--- src/rtl/mash21_pkg.sv ---
package mash21_pkg;
  // Bits dropped by the second loop's truncator. Three bits of headroom leave
  // room for the fourfold growth of the second difference.
  function automatic int trunc_shift(int err_w, int out_w);
    return err_w - out_w + 3;
  endfunction

  // Second difference of three successive codes.
  function automatic int sdiff2(int now_v, int prev1, int prev2);
    return now_v - 2 * prev1 + prev2;
  endfunction
endpackage

--- src/rtl/mash21_loop2.sv ---
module mash21_loop2 #(
  parameter int IN_W  = 18,
  parameter int INT_W = 26,
  parameter int ERR_W = 22
) (
  input  logic                    clk,
  input  logic                    rst,
  input  logic                    ce,
  input  logic signed [IN_W-1:0]  x_i,
  output logic                    q_bit,
  output logic signed [ERR_W-1:0] neg_err,
  output logic signed [INT_W-1:0] ne_wide,
  output logic signed [INT_W-1:0] i1_st,
  output logic signed [INT_W-1:0] i2_st
);
  localparam longint LVL = 64'sd1 << IN_W;

  logic signed [INT_W-1:0] lvl_v, x_w, i1_nx, i2_nx;

  always_comb begin
    q_bit   = ~i2_st[INT_W-1];
    lvl_v   = q_bit ? INT_W'(LVL) : INT_W'(-LVL);
    x_w     = {{(INT_W-IN_W){x_i[IN_W-1]}}, x_i};
    i1_nx   = i1_st + x_w - lvl_v;
    i2_nx   = i2_st + i1_nx - lvl_v;
    ne_wide = i2_st - lvl_v;
    neg_err = ne_wide[ERR_W-1:0];
  end

  always_ff @(posedge clk) begin
    if (rst) begin
      i1_st <= '0;
      i2_st <= '0;
    end else if (ce) begin
      i1_st <= i1_nx;
      i2_st <= i2_nx;
    end
  end
endmodule

--- src/rtl/mash21_loop1.sv ---
module mash21_loop1 #(
  parameter int ERR_W  = 22,
  parameter int SHIFT  = 17,
  parameter int CODE_W = 6
) (
  input  logic                     clk,
  input  logic                     rst,
  input  logic                     ce,
  input  logic signed [ERR_W-1:0]  u_i,
  output logic signed [CODE_W-1:0] code_o
);
  logic [SHIFT-1:0]     res_q;
  logic signed [ERR_W:0] acc;

  always_comb begin
    acc    = {u_i[ERR_W-1], u_i} + {{(ERR_W+1-SHIFT){1'b0}}, res_q};
    code_o = acc[ERR_W:SHIFT];
  end

  always_ff @(posedge clk) begin
    if (rst)     res_q <= '0;
    else if (ce) res_q <= acc[SHIFT-1:0];
  end
endmodule

--- src/rtl/mash21_diff2.sv ---
module mash21_diff2 #(
  parameter int CODE_W = 6,
  parameter int OUT_W  = 8
) (
  input  logic                     clk,
  input  logic                     rst,
  input  logic                     ce,
  input  logic signed [CODE_W-1:0] code_i,
  output logic signed [OUT_W-1:0]  d_o
);
  localparam int TAPS = 2;

  logic signed [CODE_W-1:0] hist [TAPS];

  always_comb d_o = OUT_W'(mash21_pkg::sdiff2(int'(code_i), int'(hist[0]), int'(hist[1])));

  always_ff @(posedge clk) begin
    if (rst) begin
      for (int k = 0; k < TAPS; k++) hist[k] <= '0;
    end else if (ce) begin
      hist[0] <= code_i;
      for (int k = 1; k < TAPS; k++) hist[k] <= hist[k-1];
    end
  end
endmodule

--- src/rtl/mash21_mod.sv ---
module mash21_mod #(
  parameter int IN_W  = 18,
  parameter int INT_W = 26,
  parameter int ERR_W = 22,
  parameter int OUT_W = 8
) (
  input  logic                    clk,
  input  logic                    rst,
  input  logic                    ce,
  input  logic signed [IN_W-1:0]  x_i,
  output logic                    bit_o,
  output logic signed [OUT_W-1:0] word_o
);
  localparam int SHIFT  = mash21_pkg::trunc_shift(ERR_W, OUT_W);
  localparam int CODE_W = ERR_W + 1 - SHIFT;

  logic                     q_bit;
  logic signed [ERR_W-1:0]  neg_err;
  logic signed [INT_W-1:0]  ne_wide, i1_st, i2_st;
  logic signed [CODE_W-1:0] code;
  logic signed [OUT_W-1:0]  diff_w;

  mash21_loop2 #(.IN_W(IN_W), .INT_W(INT_W), .ERR_W(ERR_W)) loop2_i (
    .clk(clk), .rst(rst), .ce(ce), .x_i(x_i), .q_bit(q_bit),
    .neg_err(neg_err), .ne_wide(ne_wide), .i1_st(i1_st), .i2_st(i2_st));

  mash21_loop1 #(.ERR_W(ERR_W), .SHIFT(SHIFT), .CODE_W(CODE_W)) loop1_i (
    .clk(clk), .rst(rst), .ce(ce), .u_i(neg_err), .code_o(code));

  mash21_diff2 #(.CODE_W(CODE_W), .OUT_W(OUT_W)) diff2_i (
    .clk(clk), .rst(rst), .ce(ce), .code_i(code), .d_o(diff_w));

  always_ff @(posedge clk) begin
    if (rst) begin
      bit_o  <= 1'b0;
      word_o <= '0;
    end else if (ce) begin
      bit_o  <= q_bit;
      word_o <= diff_w;
    end
  end
endmodule

--- config.mk ---
export PLATFORM = sky130hd
export DESIGN_NAME = mash21_mod
export DESIGN_NICKNAME = d
export VERILOG_FILES = /design/src/rtl/mash21_pkg.sv /design/src/rtl/mash21_loop2.sv /design/src/rtl/mash21_loop1.sv /design/src/rtl/mash21_diff2.sv /design/src/rtl/mash21_mod.sv
export SDC_FILE = /design/constraint.sdc
export NUM_CORES = 1
export LEC_CHECK = 0
export ABC_AREA = 0
export ABC_CLOCK_PERIOD_IN_PS = 4800
export CORE_UTILIZATION = 45
export CTS_CLUSTER_DIAMETER = 60
export DETAILED_ROUTE_END_ITERATION = 7
export DONT_BUFFER_PORTS = 1
export PLACE_DENSITY_LB_ADDON = 0.25
export SYNTH_ARGS = -nofsm -noshare
export SYNTH_HDL_FRONTEND = slang
export SYNTH_SLANG_ARGS = --single-unit
export TNS_END_PERCENT = 50
--- constraint.sdc ---
create_clock -name clk -period 4.8 [get_ports clk]
set_input_delay 0.48 -clock clk [delete_from_list [all_inputs] [get_ports clk]]
set_output_delay 0.48 -clock clk [all_outputs]
set_load 0.005 [all_outputs]
After elaboration in Yosys (flattened, before gate mapping)
Memories as Yosys holds them, arrays and structs flattened.
Cells that the tools add are included.

operators by class
  add/subtract/negate cells = 8
  multiplexer cells = 8
  bitwise operators = 3

operator list
  kind                       number
  subtractor 26 bit          2
  adder 26 x 18 -> 26 bit    1
  adder 26 bit               1
  two-way mux 26 bit         1
  adder 22 x 18 -> 23 bit    1
  subtractor 22 bit          1
  two-way mux 6 bit          2
  adder 8 x 6 -> 8 bit       1
  subtractor 6 x 7 -> 8 bit  1
  two-way mux 1 bit          5
  OR 1 bit                   2
  inverter 1 bit             1

word-level totals
  register bits = 78
  RAM bits = 12
  bits of input ports = 21
  output and inout port bits = 9
  logic and storage cells = 25
  memories = 1

memories
  name          depth  bits a word  read ports  clocked after Yosys merged registers in  write ports  line                source
  diff2_i.hist  2      6            2           0                                        2            mash21_diff2.sv:13  logic signed [CODE_W-1:0] hist [TAPS];

Longest topological paths before layout
  word-level depth = 5
  depth in mapped cells = 24
  gate-level depth less buffers = 24

By module
From an unflattened synthesis, not the netlist that was laid out.

unflattened totals
  cells, all modules = 1116
  area, all modules = 9110.0 um2

modules (own cells, without submodules)
  module        times used  cells each  area an instance (um2)  sequential area each (um2)
  mash21_loop2  1           785         6144.6                  1041.0
  mash21_loop1  1           210         1697.9                  340.3
  mash21_diff2  1           92          948.4                   360.3
  mash21_mod    1           29          319.1                   180.2

Least setup slack after synthesis
No wires, ideal clock.

  kind = in2reg
  start point = input x_i[2]
  end point = register loop2_i.i2_st[23]
  library setup time = 0.117 ns
  arrival = 4.739 ns
  data required time = 4.683 ns
  setup slack = -0.056 ns
  stages = 23
  path buffers = 0
  cells stage by stage = inv_1 > ha_1 > inv_1 > ha_1 > a2111oi_2 > o21ai_0 > a31o_2 > a21o_1 > a21o_1 > a211oi_1 > xor2_1 > ha_1 > inv_1 > ha_1 > a21o_1 > a21o_1 > a21oi_1 > o21ai_0 > o21bai_1 > a21oi_1 > o21a_1 > or3_1 > a32o_1

between the ends
  cells in the longest elaborated chain, start to end = 4

ends and longest elaborated chain
  what                     line                source
  start: declaration       mash21_mod.sv:10    input logic signed [IN_W-1:0] x_i,
  adder 26 x 18 -> 26 bit  mash21_loop2.sv:24  i1_nx = i1_st + x_w - lvl_v;
  subtractor 26 bit        mash21_loop2.sv:24
  adder 26 bit             mash21_loop2.sv:25  i2_nx = i2_st + i1_nx - lvl_v;
  subtractor 26 bit        mash21_loop2.sv:25
  end signal: assignment   mash21_loop2.sv:36  i2_st <= i2_nx;
  end: declaration         mash21_loop2.sv:14  output logic signed [INT_W-1:0] i2_st

No other way between the ends.
A chain may end at the register's enable or synchronous reset.

Worst setup path in the final report
  start point = register loop2_i.i1_st[7]
  end point = register loop2_i.i2_st[23]

between the ends
  cells in the longest elaborated chain, start to end = 4

ends and longest elaborated chain
  what                      line                source
  start: declaration        mash21_loop2.sv:13  output logic signed [INT_W-1:0] i1_st,
  start signal: assignment  mash21_loop2.sv:35  i1_st <= i1_nx;
  adder 26 x 18 -> 26 bit   mash21_loop2.sv:24
  subtractor 26 bit         mash21_loop2.sv:24
  adder 26 bit              mash21_loop2.sv:25
  subtractor 26 bit         mash21_loop2.sv:25

No other way between the ends.

==> results.txt <==
status -> completed
GRT overflow -> 0
EDFF count, synth -> 12
min-delay worst type -> in -> reg
CTS buffer count -> 9
post-route ant nets -> 0
Max Slew Vio Count -> 0
fraction of the mapped netlist area in simple logic gates -> 12.8%
Total Wirelength -> 18.0 mm
crit share post-route -> 96.5%
Critical path buffers and inverters -> 3
Hold Startpoint -> rst
Largest stage delay, worst path -> 380 ps
critical path, cell by cell -> inv_1, ha_1, inv_1, ha_1, or3_4, a21oi_2, o21ai_2, a31o_2, a21o_1, a21o_1, a211oi_2, xor2_1, ha_2, inv_1, ha_4, a21o_1, a21o_1, a21oi_2, o21ai_2, o21bai_2, a21oi_2, o21a_1, or3_1, a32o_1
GRT Util Overall -> 20.9%
RSZ-0062 raised after global routing -> true
TritonCTS clock tree -> done
Mapped Cells -> 961
final setup TNS -> 0 ps
Longest Clk Path Bufs -> 2
number of synthesized register bits -> 90
DRT iter0 DRCs -> 321
root buf cell -> clkbuf_16
startpoint types -> register
register area share after synthesis -> 24.3%
initial antenna violation count -> 0
Crit Path Max Fanout -> 2
Worst-Skew Late Latency -> 360 ps
Synth top area share -> 19.7%
pre-CTS WS -> -289 ps
xor/xnor share of the synthesized area -> 6.82%
first-pass GRT wire length -> 30.1 mm
Die ar. -> 0.0181 mm²
Post-Syn Area -> 0.00791 mm²
Post-Syn Area per Cell -> 8.23 µm²
Crit. End Element -> register
Final min period -> 4630 ps
max_cap viols -> 0
adder-cell share of the synthesized area -> 23.1%
Worst Path Arrival -> 4890 ps
fill count -> 1680
clk slew on worst S/H paths -> 70 ps
Yosys top cell by area -> dfxtp_1
# DRC -> 0
CP startpoint -> loop2_i.i1_st[7]
Final Setup Violations -> 0
yosys synthesis warning count -> 0
H-tree depth -> 3
Mapped Nets -> 1116
post-synthesis async set-or-reset flop share -> 0%
GP Congestion -> 0.873
Die H -> 135 µm
Slew @ Worst Pin -> 1070 ps
most used cell, CP -> a21o_1
Routed wire per std cell -> 14.3 µm
Achievable Freq -> 216 MHz
Compound-Gate Fraction of Synth Area -> 20.8%
Storage cell area -> 0.00192 mm²
Die X -> 135 µm
I/O pins -> 30
nets@finish -> 1186
Crit Path Class -> reg -> reg
Worst path slowest cell -> or3_4
hpwl dp -> 13.1 mm
Starting Density -> 45.9%
row cnt -> 48
vias per cell -> 5.31
vias in the first global route -> 6597
Top delay family on crit path -> compound AO/OA/AOI/OAI gates
Multi-input gate area -> 0.00551 mm²
top cells by area, synth -> dfxtp_1 20%, ha_1 18%, inv_1 8.1%, fa_1 5.1%, edfxtp_1 4.6%
WP data required -> 5050 ps
Rel. slew slack -> 28.5%
CORE AREA -> 0.0172 mm²
share of layout cells above drive strength 1 -> 15.2%
hold-fix buffers at CTS -> 0
antenna diode count -> 0
drt first pass iters -> 4
clock skew -> 7.56 ps
R2R Path Start -> loop2_i.i1_st[7]
post-synthesis mux area share -> 2.91%
ys flop type -> dfxtp_1
routed vias -> 6691
Yosys cell types -> 62
largest net degree at the start of global routing -> 53
CTS sink cnt -> 90
port bufs -> 0
Hold Vio Cnt, Final -> 0
post-route setup slack -> 166 ps
Synth-to-Final Area Change -> 16.8%
largest family of logic cells by synthesized area -> adder cells
-- kinds of logic after synthesis --
kind of cell / Yosys count
AO/OA/AOI/OAI: 250
AND/OR/NAND/NOR: 212
buffers and inverters: 192
adder cells (fa/ha/maj): 134
flip-flops: 90
XOR/XNOR: 60
multiplexers: 23
-- stage by stage --
stage                     utilization [%]  hold WS (ps)  instance area (µm²)  instances
after global placement               50.3           438                 8670       1240
final                                53.6           185                 9240       1261
after floorplan                         -           429                 7910        961
after global routing                 53.6           167                 9240       1261
after detailed placement             50.3           448                 8670       1240
after CTS                            52.1           165                 8980       1257
-- worst paths after layout --
path,slack [ps],cells past startpoint,to
setup / recovery,170,24,loop2_i.i2_st[23]
hold / removal,190,1,loop2_i.i1_st[8]
setup reg to reg,170,24,loop2_i.i2_st[23]
hold reg to reg,460,2,loop1_i.res_q[9]
-- per-layer routing --
layer	part of all wire, %	GRT usage, %	wire length [µm]
met5	0	0	0
met4	2.6	9.43	473
met3	2.6	2.44	468
met2	49	37.7	8880
met1	45	24.9	8160
-- worst register-to-register path: stages, from the launching register on --
cell      delay [ps]
dfxtp_1          310
inv_1             50
ha_1             260
inv_1             40
ha_1             210
or3_4            380
a21oi_2          130
o21ai_2           80
a31o_2           250
a21o_1           170
a21o_1           190
a211oi_2         240
xor2_1           220
ha_2             200
inv_1             60
ha_4             220
a21o_1           160
a21o_1           180
a21oi_2          120
o21ai_2           80
o21bai_2         160
a21oi_2          100
o21a_1           180
or3_1            310
a32o_1           240
-- Yosys cell counts (all sizes together) (2+ instances only) --
master   count
nor3        17
and3         8
o32ai        3
dfxtp       78
buf          6
nand3b       4
o21bai       7
xor2        21
a31o         3
o21a        16
a22o         5
a21o        31
edfxtp      12
nand2b       7
o22ai       15
nor4         2
nor2        74
inv        170
o31ai        3
a211oi      23
nand2       48
or2          4
a21oi       62
mux2i       23
o21ai       43
a21bo        3
nor2b       14
and2         2
ha         114
nand3       18
a32o         4
xnor2       38
o211ai       6
or3          9
clkbuf      16
a2111oi      2
a21boi       5
a31oi       10
or4          2
fa          20
-- state kept, by name (all words and copies together), names as in the netlist --
signal	count
word_o	8
loop2_i.i2_st	26
loop2_i.i1_st	26
diff2_i.hist	12
loop1_i.res_q	17
bit_o	1
-- cell type report --
type                    count  share of cell area, %
repair buffers             81                   6.62
clock inverters             7                  0.555
flip-flops and latches     90                   20.8
multi-input cells         679                   59.6
clock buffers               9                   2.44
inverters                 170                   6.91
well taps                 225                   3.05
-- cell usage in the layout (no fill, tap or decap), types with 4 or more instances in the layout --
cell	instances
a211oi_1	17
a211oi_2	5
a21o_1	30
a21oi_1	49
a21oi_2	13
a22o_1	5
a31oi_1	7
a32o_1	4
and3_1	6
buf_4	80
clkbuf_16	9
dfxtp_1	77
edfxtp_1	12
fa_1	20
ha_1	110
inv_1	169
mux2i_1	23
nand2_1	45
nand2b_1	6
nand3_1	17
nand3b_1	4
nor2_1	70
nor2b_1	14
nor3_1	16
o211ai_1	6
o21a_1	16
o21ai_0	35
o21ai_1	4
o21ai_2	4
o21bai_1	6
o22ai_1	14
or2_2	4
or3_1	8
xnor2_1	38
xor2_1	21
-- repair_timing --
item                                   4_1_cts  5_1_grt
resized for setup                            6       58
endpoints found under the hold margin        0        0
setup endpoints to repair                    2       13
pin swaps                                    3       29
buffers inserted                             1        4
Power is left out: the tool's default activity adds up to more than one toggle a clock period on the data nets, which glitch-free logic cannot reach.
